==> src/rtl/dpt_pkg.sv <==
package dpt_pkg;

   typedef enum logic [2:0] {
      ST_IDLE,
      ST_PREP,
      ST_ISSUE,
      ST_WAIT,
      ST_CENTER,
      ST_AP_ISSUE,
      ST_AP_WAIT,
      ST_FINISH
   } dpt_state_e;

   typedef enum logic {
      DIR_UP,
      DIR_DN
   } dpt_dir_e;

endpackage

==> src/rtl/dpt_bounds.sv <==
module dpt_bounds #(
   parameter int PW = 6
) (
   input  logic          clk,
   input  logic          rst_n,
   input  logic          clr,
   input  logic          upd_lo,
   input  logic          upd_lo_first,
   input  logic          upd_hi,
   input  logic [PW-1:0] code,
   output logic          found,
   output logic [PW-1:0] center
);
   localparam int            BW   = PW + 1;
   localparam logic [BW-1:0] SENT = '1;

   logic [BW-1:0] lo_q, hi_q, span, mid;

   always_ff @(posedge clk or negedge rst_n) begin
      if (!rst_n) begin
         lo_q <= SENT;
         hi_q <= SENT;
      end else if (clr) begin
         lo_q <= SENT;
         hi_q <= SENT;
      end else begin
         if (upd_lo || (upd_lo_first && lo_q == SENT)) lo_q <= {1'b0, code};
         if (upd_hi)                                   hi_q <= {1'b0, code};
      end
   end

   always_comb begin
      found  = (lo_q != SENT) && (hi_q != SENT);
      span   = hi_q - lo_q;
      mid    = (span >> 1) + lo_q;
      center = mid[PW-1:0];
   end


   bounds_order_chk: assert property (@(posedge clk) disable iff (!rst_n)
      found |-> lo_q <= hi_q);


   center_inside_chk: assert property (@(posedge clk) disable iff (!rst_n)
      found |-> ({1'b0, center} >= lo_q) && ({1'b0, center} <= hi_q));


   clear_sentinel_chk: assert property (@(posedge clk) disable iff (!rst_n)
      clr |=> !found);

endmodule

==> src/rtl/dpt_codemap.sv <==
module dpt_codemap #(
   parameter int PW           = 6,
   parameter int RW           = 3,
   parameter bit VARY_POS_ODD = 1'b1
) (
   input  logic [RW-1:0] round,
   input  logic [PW-1:0] code,
   input  logic [PW-1:0] med,
   input  logic [PW-1:0] prev,
   output logic [PW-1:0] pos,
   output logic [PW-1:0] neg
);
   generate
      if (VARY_POS_ODD) begin : g_pos_odd
         always_comb begin
            if (round == '0) begin
               pos = code;
               neg = code;
            end else if (round[0]) begin
               pos = code;
               neg = med;
            end else begin
               pos = prev;
               neg = code;
            end
         end
      end else begin : g_neg_odd
         always_comb begin
            if (round == '0) begin
               pos = code;
               neg = code;
            end else if (round[0]) begin
               pos = med;
               neg = code;
            end else begin
               pos = code;
               neg = prev;
            end
         end
      end
   endgenerate

endmodule

==> src/rtl/dll_phase_trainer.sv <==
module dll_phase_trainer import dpt_pkg::*; #(
   parameter int PW           = 6,
   parameter int LAST_ROUND   = 6,
   parameter int KEEP_ROUND   = 4,
   parameter bit VARY_POS_ODD = 1'b1
) (
   input  logic          clk,
   input  logic          rst_n,
   input  logic          train_go,
   input  logic [PW-1:0] init_pos,
   input  logic [PW-1:0] init_neg,
   output logic          trial_start,
   output logic          trial_check,
   output logic [PW-1:0] trial_pos,
   output logic [PW-1:0] trial_neg,
   input  logic          trial_done,
   input  logic          trial_pass,
   output logic          train_done,
   output logic          train_ok,
   output logic [PW-1:0] final_pos,
   output logic [PW-1:0] final_neg
);
   localparam int            RW    = $clog2(LAST_ROUND + 1);
   localparam logic [PW-1:0] MAXC  = '1;
   localparam logic [RW-1:0] LASTR = RW'(LAST_ROUND);
   localparam logic [RW-1:0] KEEPR = RW'(KEEP_ROUND);

   initial begin
      prm_width_chk: assert (PW >= 2) else $error("PW must be at least 2");
      prm_rounds_chk: assert (LAST_ROUND >= 1) else $error("need a refinement round");
      prm_keep_chk: assert (KEEP_ROUND <= LAST_ROUND) else $error("keep round out of range");
   end

   dpt_state_e    st;
   dpt_dir_e      dir_q;
   logic [RW-1:0] round_q;
   logic [PW-1:0] var_q, med_q, prev_q;
   logic [PW-1:0] orig_pos_q, orig_neg_q, app_pos_q, app_neg_q;
   logic [PW-1:0] last_pos_q, last_neg_q, fin_pos_q, fin_neg_q;
   logic          fin_ok_q, restore_q;

   logic [PW-1:0] map_code, map_pos, map_neg, ctr;
   logic          found, r0, at_top, at_bot, wait_ev, in_trial;
   logic          upd_lo, upd_lo_first, upd_hi;

   always_comb begin
      r0           = (round_q == '0);
      at_top       = (var_q == MAXC);
      at_bot       = (var_q == '0);
      wait_ev      = (st == ST_WAIT) && trial_done;
      in_trial     = (st == ST_ISSUE) || (st == ST_WAIT);
      map_code     = (st == ST_CENTER) ? ctr : var_q;
      upd_hi       = wait_ev && trial_pass && (r0 || dir_q == DIR_UP);
      upd_lo_first = wait_ev && trial_pass && r0;
      upd_lo       = wait_ev && trial_pass && !r0 && (dir_q == DIR_DN);
   end

   dpt_bounds #(.PW(PW)) u_bounds (
      .clk          (clk),
      .rst_n        (rst_n),
      .clr          (st == ST_PREP),
      .upd_lo       (upd_lo),
      .upd_lo_first (upd_lo_first),
      .upd_hi       (upd_hi),
      .code         (var_q),
      .found        (found),
      .center       (ctr)
   );

   dpt_codemap #(.PW(PW), .RW(RW), .VARY_POS_ODD(VARY_POS_ODD)) u_map (
      .round (round_q),
      .code  (map_code),
      .med   (med_q),
      .prev  (prev_q),
      .pos   (map_pos),
      .neg   (map_neg)
   );

   always_ff @(posedge clk or negedge rst_n) begin
      if (!rst_n) begin
         st         <= ST_IDLE;
         dir_q      <= DIR_UP;
         round_q    <= '0;
         var_q      <= '0;
         med_q      <= '0;
         prev_q     <= '0;
         orig_pos_q <= '0;
         orig_neg_q <= '0;
         app_pos_q  <= '0;
         app_neg_q  <= '0;
         last_pos_q <= '0;
         last_neg_q <= '0;
         fin_pos_q  <= '0;
         fin_neg_q  <= '0;
         fin_ok_q   <= 1'b0;
         restore_q  <= 1'b0;
      end else begin
         case (st)
            ST_IDLE: begin
               if (train_go) begin
                  orig_pos_q <= init_pos;
                  orig_neg_q <= init_neg;
                  round_q    <= '0;
                  restore_q  <= 1'b0;
                  st         <= ST_PREP;
               end
            end
            ST_PREP: begin
               var_q <= r0 ? '0 : med_q;
               dir_q <= DIR_UP;
               st    <= ST_ISSUE;
            end
            ST_ISSUE: st <= ST_WAIT;
            ST_WAIT: begin
               if (trial_done) begin
                  last_pos_q <= map_pos;
                  last_neg_q <= map_neg;
                  if (r0) begin
                     if (at_top) st <= ST_CENTER;
                     else begin
                        var_q <= var_q + 1'b1;
                        st    <= ST_ISSUE;
                     end
                  end else if (dir_q == DIR_UP) begin
                     if (trial_pass && !at_top) begin
                        var_q <= var_q + 1'b1;
                     end else begin
                        dir_q <= DIR_DN;
                        var_q <= med_q;
                     end
                     st <= ST_ISSUE;
                  end else begin
                     if (trial_pass && !at_bot) begin
                        var_q <= var_q - 1'b1;
                        st    <= ST_ISSUE;
                     end else begin
                        st <= ST_CENTER;
                     end
                  end
               end
            end
            ST_CENTER: begin
               if (!found) begin
                  if (round_q == KEEPR) begin
                     fin_pos_q <= last_pos_q;
                     fin_neg_q <= last_neg_q;
                     fin_ok_q  <= 1'b1;
                     st        <= ST_FINISH;
                  end else begin
                     app_pos_q <= orig_pos_q;
                     app_neg_q <= orig_neg_q;
                     restore_q <= 1'b1;
                     st        <= ST_AP_ISSUE;
                  end
               end else begin
                  app_pos_q <= map_pos;
                  app_neg_q <= map_neg;
                  if (r0) med_q <= ctr;
                  if (r0 || round_q[0]) prev_q <= ctr;
                  st <= ST_AP_ISSUE;
               end
            end
            ST_AP_ISSUE: st <= ST_AP_WAIT;
            ST_AP_WAIT: begin
               if (trial_done) begin
                  last_pos_q <= app_pos_q;
                  last_neg_q <= app_neg_q;
                  if (restore_q) begin
                     fin_pos_q <= orig_pos_q;
                     fin_neg_q <= orig_neg_q;
                     fin_ok_q  <= 1'b0;
                     st        <= ST_FINISH;
                  end else if (round_q == LASTR) begin
                     fin_pos_q <= app_pos_q;
                     fin_neg_q <= app_neg_q;
                     fin_ok_q  <= 1'b1;
                     st        <= ST_FINISH;
                  end else begin
                     round_q <= round_q + 1'b1;
                     st      <= ST_PREP;
                  end
               end
            end
            ST_FINISH: st <= ST_IDLE;
            default:   st <= ST_IDLE;
         endcase
      end
   end

   always_comb begin
      trial_start = (st == ST_ISSUE) || (st == ST_AP_ISSUE);
      trial_check = in_trial;
      trial_pos   = in_trial ? map_pos : app_pos_q;
      trial_neg   = in_trial ? map_neg : app_neg_q;
      train_done  = (st == ST_FINISH);
      train_ok    = fin_ok_q;
      final_pos   = fin_pos_q;
      final_neg   = fin_neg_q;
   end


   start_pulse_chk: assert property (@(posedge clk) disable iff (!rst_n)
      trial_start |=> !trial_start);


   done_pulse_chk: assert property (@(posedge clk) disable iff (!rst_n)
      train_done |=> !train_done);


   codes_hold_chk: assert property (@(posedge clk) disable iff (!rst_n)
      (st == ST_WAIT && !trial_done) |=> $stable(trial_pos) && $stable(trial_neg));


   sweep_equal_chk: assert property (@(posedge clk) disable iff (!rst_n)
      (trial_start && trial_check && r0) |-> trial_pos == trial_neg);


   up_cap_chk: assert property (@(posedge clk) disable iff (!rst_n)
      (wait_ev && !r0 && dir_q == DIR_UP && at_top) |=> dir_q == DIR_DN);


   sweep_end_chk: assert property (@(posedge clk) disable iff (!rst_n)
      (wait_ev && r0 && at_top) |=> st == ST_CENTER);


   restore_codes_chk: assert property (@(posedge clk) disable iff (!rst_n)
      (train_done && !train_ok) |-> (final_pos == orig_pos_q) && (final_neg == orig_neg_q));


   keep_round_chk: assert property (@(posedge clk) disable iff (!rst_n)
      (st == ST_CENTER && !found && round_q == KEEPR) |=> train_done && train_ok);

endmodule

==> config.mk <==
export PLATFORM = sky130hd
export DESIGN_NAME = dll_phase_trainer
export DESIGN_NICKNAME = d
export VERILOG_FILES = /design/src/rtl/dpt_pkg.sv /design/src/rtl/dpt_bounds.sv /design/src/rtl/dpt_codemap.sv /design/src/rtl/dll_phase_trainer.sv
export SDC_FILE = /design/constraint.sdc
export NUM_CORES = 1
export LEC_CHECK = 0
export ABC_AREA = 1
export BUFFER_PORTS_ARGS = -buffer_cell sky130_fd_sc_hd__buf_4
export CAP_MARGIN = 5
export CORE_ASPECT_RATIO = 1.5
export CORE_MARGIN = 2
export CORE_UTILIZATION = 30
export CTS_CLUSTER_SIZE = 12
export DETAILED_ROUTE_END_ITERATION = 16
export PLACE_DENSITY_LB_ADDON = 0.05
export SETUP_SLACK_MARGIN = 0.05
export SLEW_MARGIN = 40
export SYNTH_ARGS = -nofsm -noshare
export SYNTH_HDL_FRONTEND = slang
export SYNTH_SLANG_ARGS = --single-unit
==> constraint.sdc <==
create_clock -name clk -period 2.6 [get_ports clk]
set_input_delay 0.13 -clock clk [delete_from_list [all_inputs] [get_ports clk]]
set_output_delay 0.13 -clock clk [all_outputs]
set_load 0.005 [all_outputs]
==> impl_metrics.tcl <==
set metrics [dict create \
    end_kind "primary output" \
    yosysWarnings 0 \
    ys_seq_area_frac 0.415 \
    grt_max_degree 49 \
    rows 60 \
    hold_viol_final 0 \
    critical_path.max_fanout 6 \
    first_global_vias 5001 \
    cts.clk_slew.worst_paths_ns 0.07 \
    drtIter0Drc 259 \
    cts_made_buffers 9 \
    core_sq_um 17800 \
    cp.arrival_ns 3.11 \
    yosys.area_share.simple 0.251 \
    vias 5043 \
    synth_edf_count 0 \
    vdd_ir_drop_max_v 0.000715 \
    post-route-period-util 1.25 \
    dieArea_sq_um 19200 \
    ys_async_sr_fraction 1.00 \
    wire_per_inst_um 16.2 \
    final_nets 855 \
    avgViaCountPerCell 4.84 \
    maxSlewViolCount 0 \
    synthFlopType "dfrtp_1" \
    synth-adder-area-share 0.0444 \
    syn_inst 720 \
    fillCellCount 1813 \
    synthesis.area_sq_um 5420 \
    tritoncts "yes" \
    firstDrtPassIters 4 \
    cts.sinks 89 \
    clock_path_buffers 2 \
    die_h_um 169 \
    fin_area_sq_um 7130 \
    diodes 0 \
    clock_skew_ns 0.00838 \
    syn_nets 755 \
    post-dp-hpwl_mm 12.6 \
    fin_util 0.401 \
    violations "negative setup slack" \
    place_congestion 0.823 \
    slew_headroom 0.600 \
    ys_seq_elements 89 \
    path_class "reg -> out" \
    synth-xor-area-share 0.0226 \
    status "finished with violations" \
    synth_compound_area_frac 0.175 \
    powerDensity_nw_per_um2 1530 \
    placed_cell_area_sq_um 6300 \
    io_pins 45 \
    maxCapViolCount 0 \
    synth_cell_type_count 42 \
    setup_viol 30 \
    pre_cts_slack_ns -0.535 \
    area_growth_pct 31.7 \
    p_leak_nw 3.49 \
    start_util 0.304 \
    synthMuxAreaShare 0.0129 \
    drc 0 \
    grt_use_total 0.182 \
    tightest_slew_ns 0.601 \
    synth_area_per_cell_sq_um 7.52 \
    final.min_clock_period_ns 3.24 \
    grt_pass1_wl_mm 27.0 \
    cp-start-kind "register" \
    synth_top_family_by_area "simple AND/OR/NAND/NOR gates" \
    timing.final.ws_setup_ns -0.637 \
    tns_ns -10.03 \
    port_buffers 44 \
    antenna_found_initial 0 \
    grt.overflow.total 0 \
    rsz0062_at_grt "true" \
    cts-root-buf "clkbuf_16" \
    hp-class "in -> reg" \
    drive_gt1_frac 0.279 \
    wirelength_mm 16.9 \
    die-width_um 114 \
    required_ns 2.47 \
    clkLatencyLatePin_ns 0.35 \
    drtAntennaViolNets 0 \
    fmax_mhz 309 \
    htreeDepth 3 \
]
## layer usage
layer / vias to the layer above / share of wire / global-route usage / wire, um
li1: 2546 / - / - / -
met1: 2363 / 0.40 / 0.209 / 6840
met2: 100 / 0.52 / 0.331 / 8860
met3: 34 / 0.032 / 0.0261 / 547
met4: 0 / 0.040 / 0.0832 / 675
met5: - / 0 / 0 / 0
## cell usage after synthesis, types with 2 or more instances
master | instances | area share
fa_1 | 2 | 0.0074
xnor2_1 | 5 | 0.0081
a21oi_1 | 32 | 0.030
nand3_1 | 33 | 0.030
nor3_1 | 3 | 0.0028
nand2_1 | 209 | 0.14
ha_1 | 16 | 0.037
a31oi_1 | 10 | 0.012
dfstp_2 | 14 | 0.068
o21ai_0 | 102 | 0.094
buf_4 | 3 | 0.0042
buf_6 | 3 | 0.0062
inv_1 | 73 | 0.051
dfrtp_1 | 75 | 0.35
nor2_1 | 51 | 0.035
o21ai_2 | 11 | 0.018
o21a_1 | 4 | 0.0055
inv_2 | 9 | 0.0062
o211ai_1 | 4 | 0.0055
buf_2 | 6 | 0.0055
nand2_2 | 2 | 0.0023
xor2_1 | 9 | 0.015
nand4_1 | 6 | 0.0069
nor2_4 | 2 | 0.0042
mux2i_1 | 7 | 0.013
nand3_2 | 2 | 0.0037
nand3_4 | 2 | 0.0065
or2_2 | 3 | 0.0035
clkbuf_1 | 9 | 0.0062
## layout make-up
type	count	area (sq um)	area share
clock buffer	10	239	0.0335
clock inverter	6	95.1	0.0133
inverter	82	308	0.0431
multi-input combinational	527	3060	0.428
sequential	89	2240	0.315
tap	217	272	0.0381
timing repair buffer	111	921	0.129
## kinds of logic after synthesis
logic type	count (synthesis)
AND/OR/NAND/NOR	318
AO/OA/AOI/OAI	170
buffers and inverters	104
flip-flops	89
adder cells (fa/ha/maj)	18
XOR/XNOR	14
multiplexers	7
## what timing repair did
item	CTS	global route
resized for setup	53	38
setup endpoints to repair	34	37
hold endpoints to repair	38	0
setup buffers	10	7
pin swaps	14	34
hold buffers	10	0
## final timing paths
check	start	to	slack, ns	depth (start not counted)
max	u_bounds.lo_q[1]	trial_neg[3]	-0.64	15
min	init_neg[3]	orig_neg_q[3]	0.02	3
min reg2reg	final_pos[5]	final_pos[5]	0.47	2
max reg2reg	u_bounds.lo_q[0]	app_pos_q[4]	-0.35	21
max in group asynchronous	rst_n	u_bounds.lo_q[4]	1.53	3
min in group asynchronous	rst_n	last_neg_q[1]	0.32	2
## power by group
part	internal (mW)	switching (mW)
registers	2.06	0.478
logic	3.24	3.63
clock network	0.882	0.619
total	6.18	4.73
## registers in the layout (all words and copies together) (netlist names)
name	cells
app_neg_q	6
orig_neg_q	6
var_q	6
last_pos_q	6
final_neg	6
u_bounds.lo_q	7
med_q	6
u_bounds.hi_q	7
dir_q	1
last_neg_q	6
round_q	3
st	3
prev_q	6
orig_pos_q	6
train_ok	1
restore_q	1
app_pos_q	6
final_pos	6
## metrics by stage
step | cells | total power, mW | hold WS, ns
6_report | 1042 | 10.9 | 0.0164
5_1_grt | 1042 | 11.8 | 0.00432
4_1_cts | 1040 | 10.5 | 0.00184
3_5_place_dp | 1007 | 8.08 | 0.181
3_3_place_gp | 1007 | 8.05 | 0.180
2_1_floorplan | 720 | 5.72 | -0.166
## layout by cell type, fill, tap and decap left out, types with 6 or more instances in the layout
cell type / netlist / routed
nand2_1: 209 / 194
buf_4: 3 / 89
o21ai_0: 102 / 82
dfrtp_1: 75 / 75
inv_1: 73 / 67
nor2_1: 51 / 50
a21oi_1: 32 / 28
nand3_1: 33 / 23
o21ai_2: 11 / 21
nand2_2: 2 / 16
inv_2: 9 / 15
dfstp_2: 14 / 14
nand3_2: 2 / 12
o21ai_1: 1 / 11
ha_1: 16 / 11
dlygate4sd3_1: 0 / 10
buf_6: 3 / 10
clkbuf_16: 0 / 9
xor2_1: 9 / 7
mux2i_1: 7 / 7
nand4_1: 6 / 6
a31oi_1: 10 / 6
## critical path, stage by stage, from the launching register on
cell	delay (ns)
dfstp_2	0.54
inv_2	0.06
ha_4	0.26
nand2_2	0.05
o21ai_2	0.16
buf_4	0.13
xor2_1	0.13
inv_1	0.08
ha_4	0.27
a21oi_1	0.16
o21ai_2	0.11
xnor2_4	0.15
o21ai_2	0.19
nand2_1	0.11
a31oi_2	0.19
buf_4	0.15
Power figures use the tool's default switching activity.
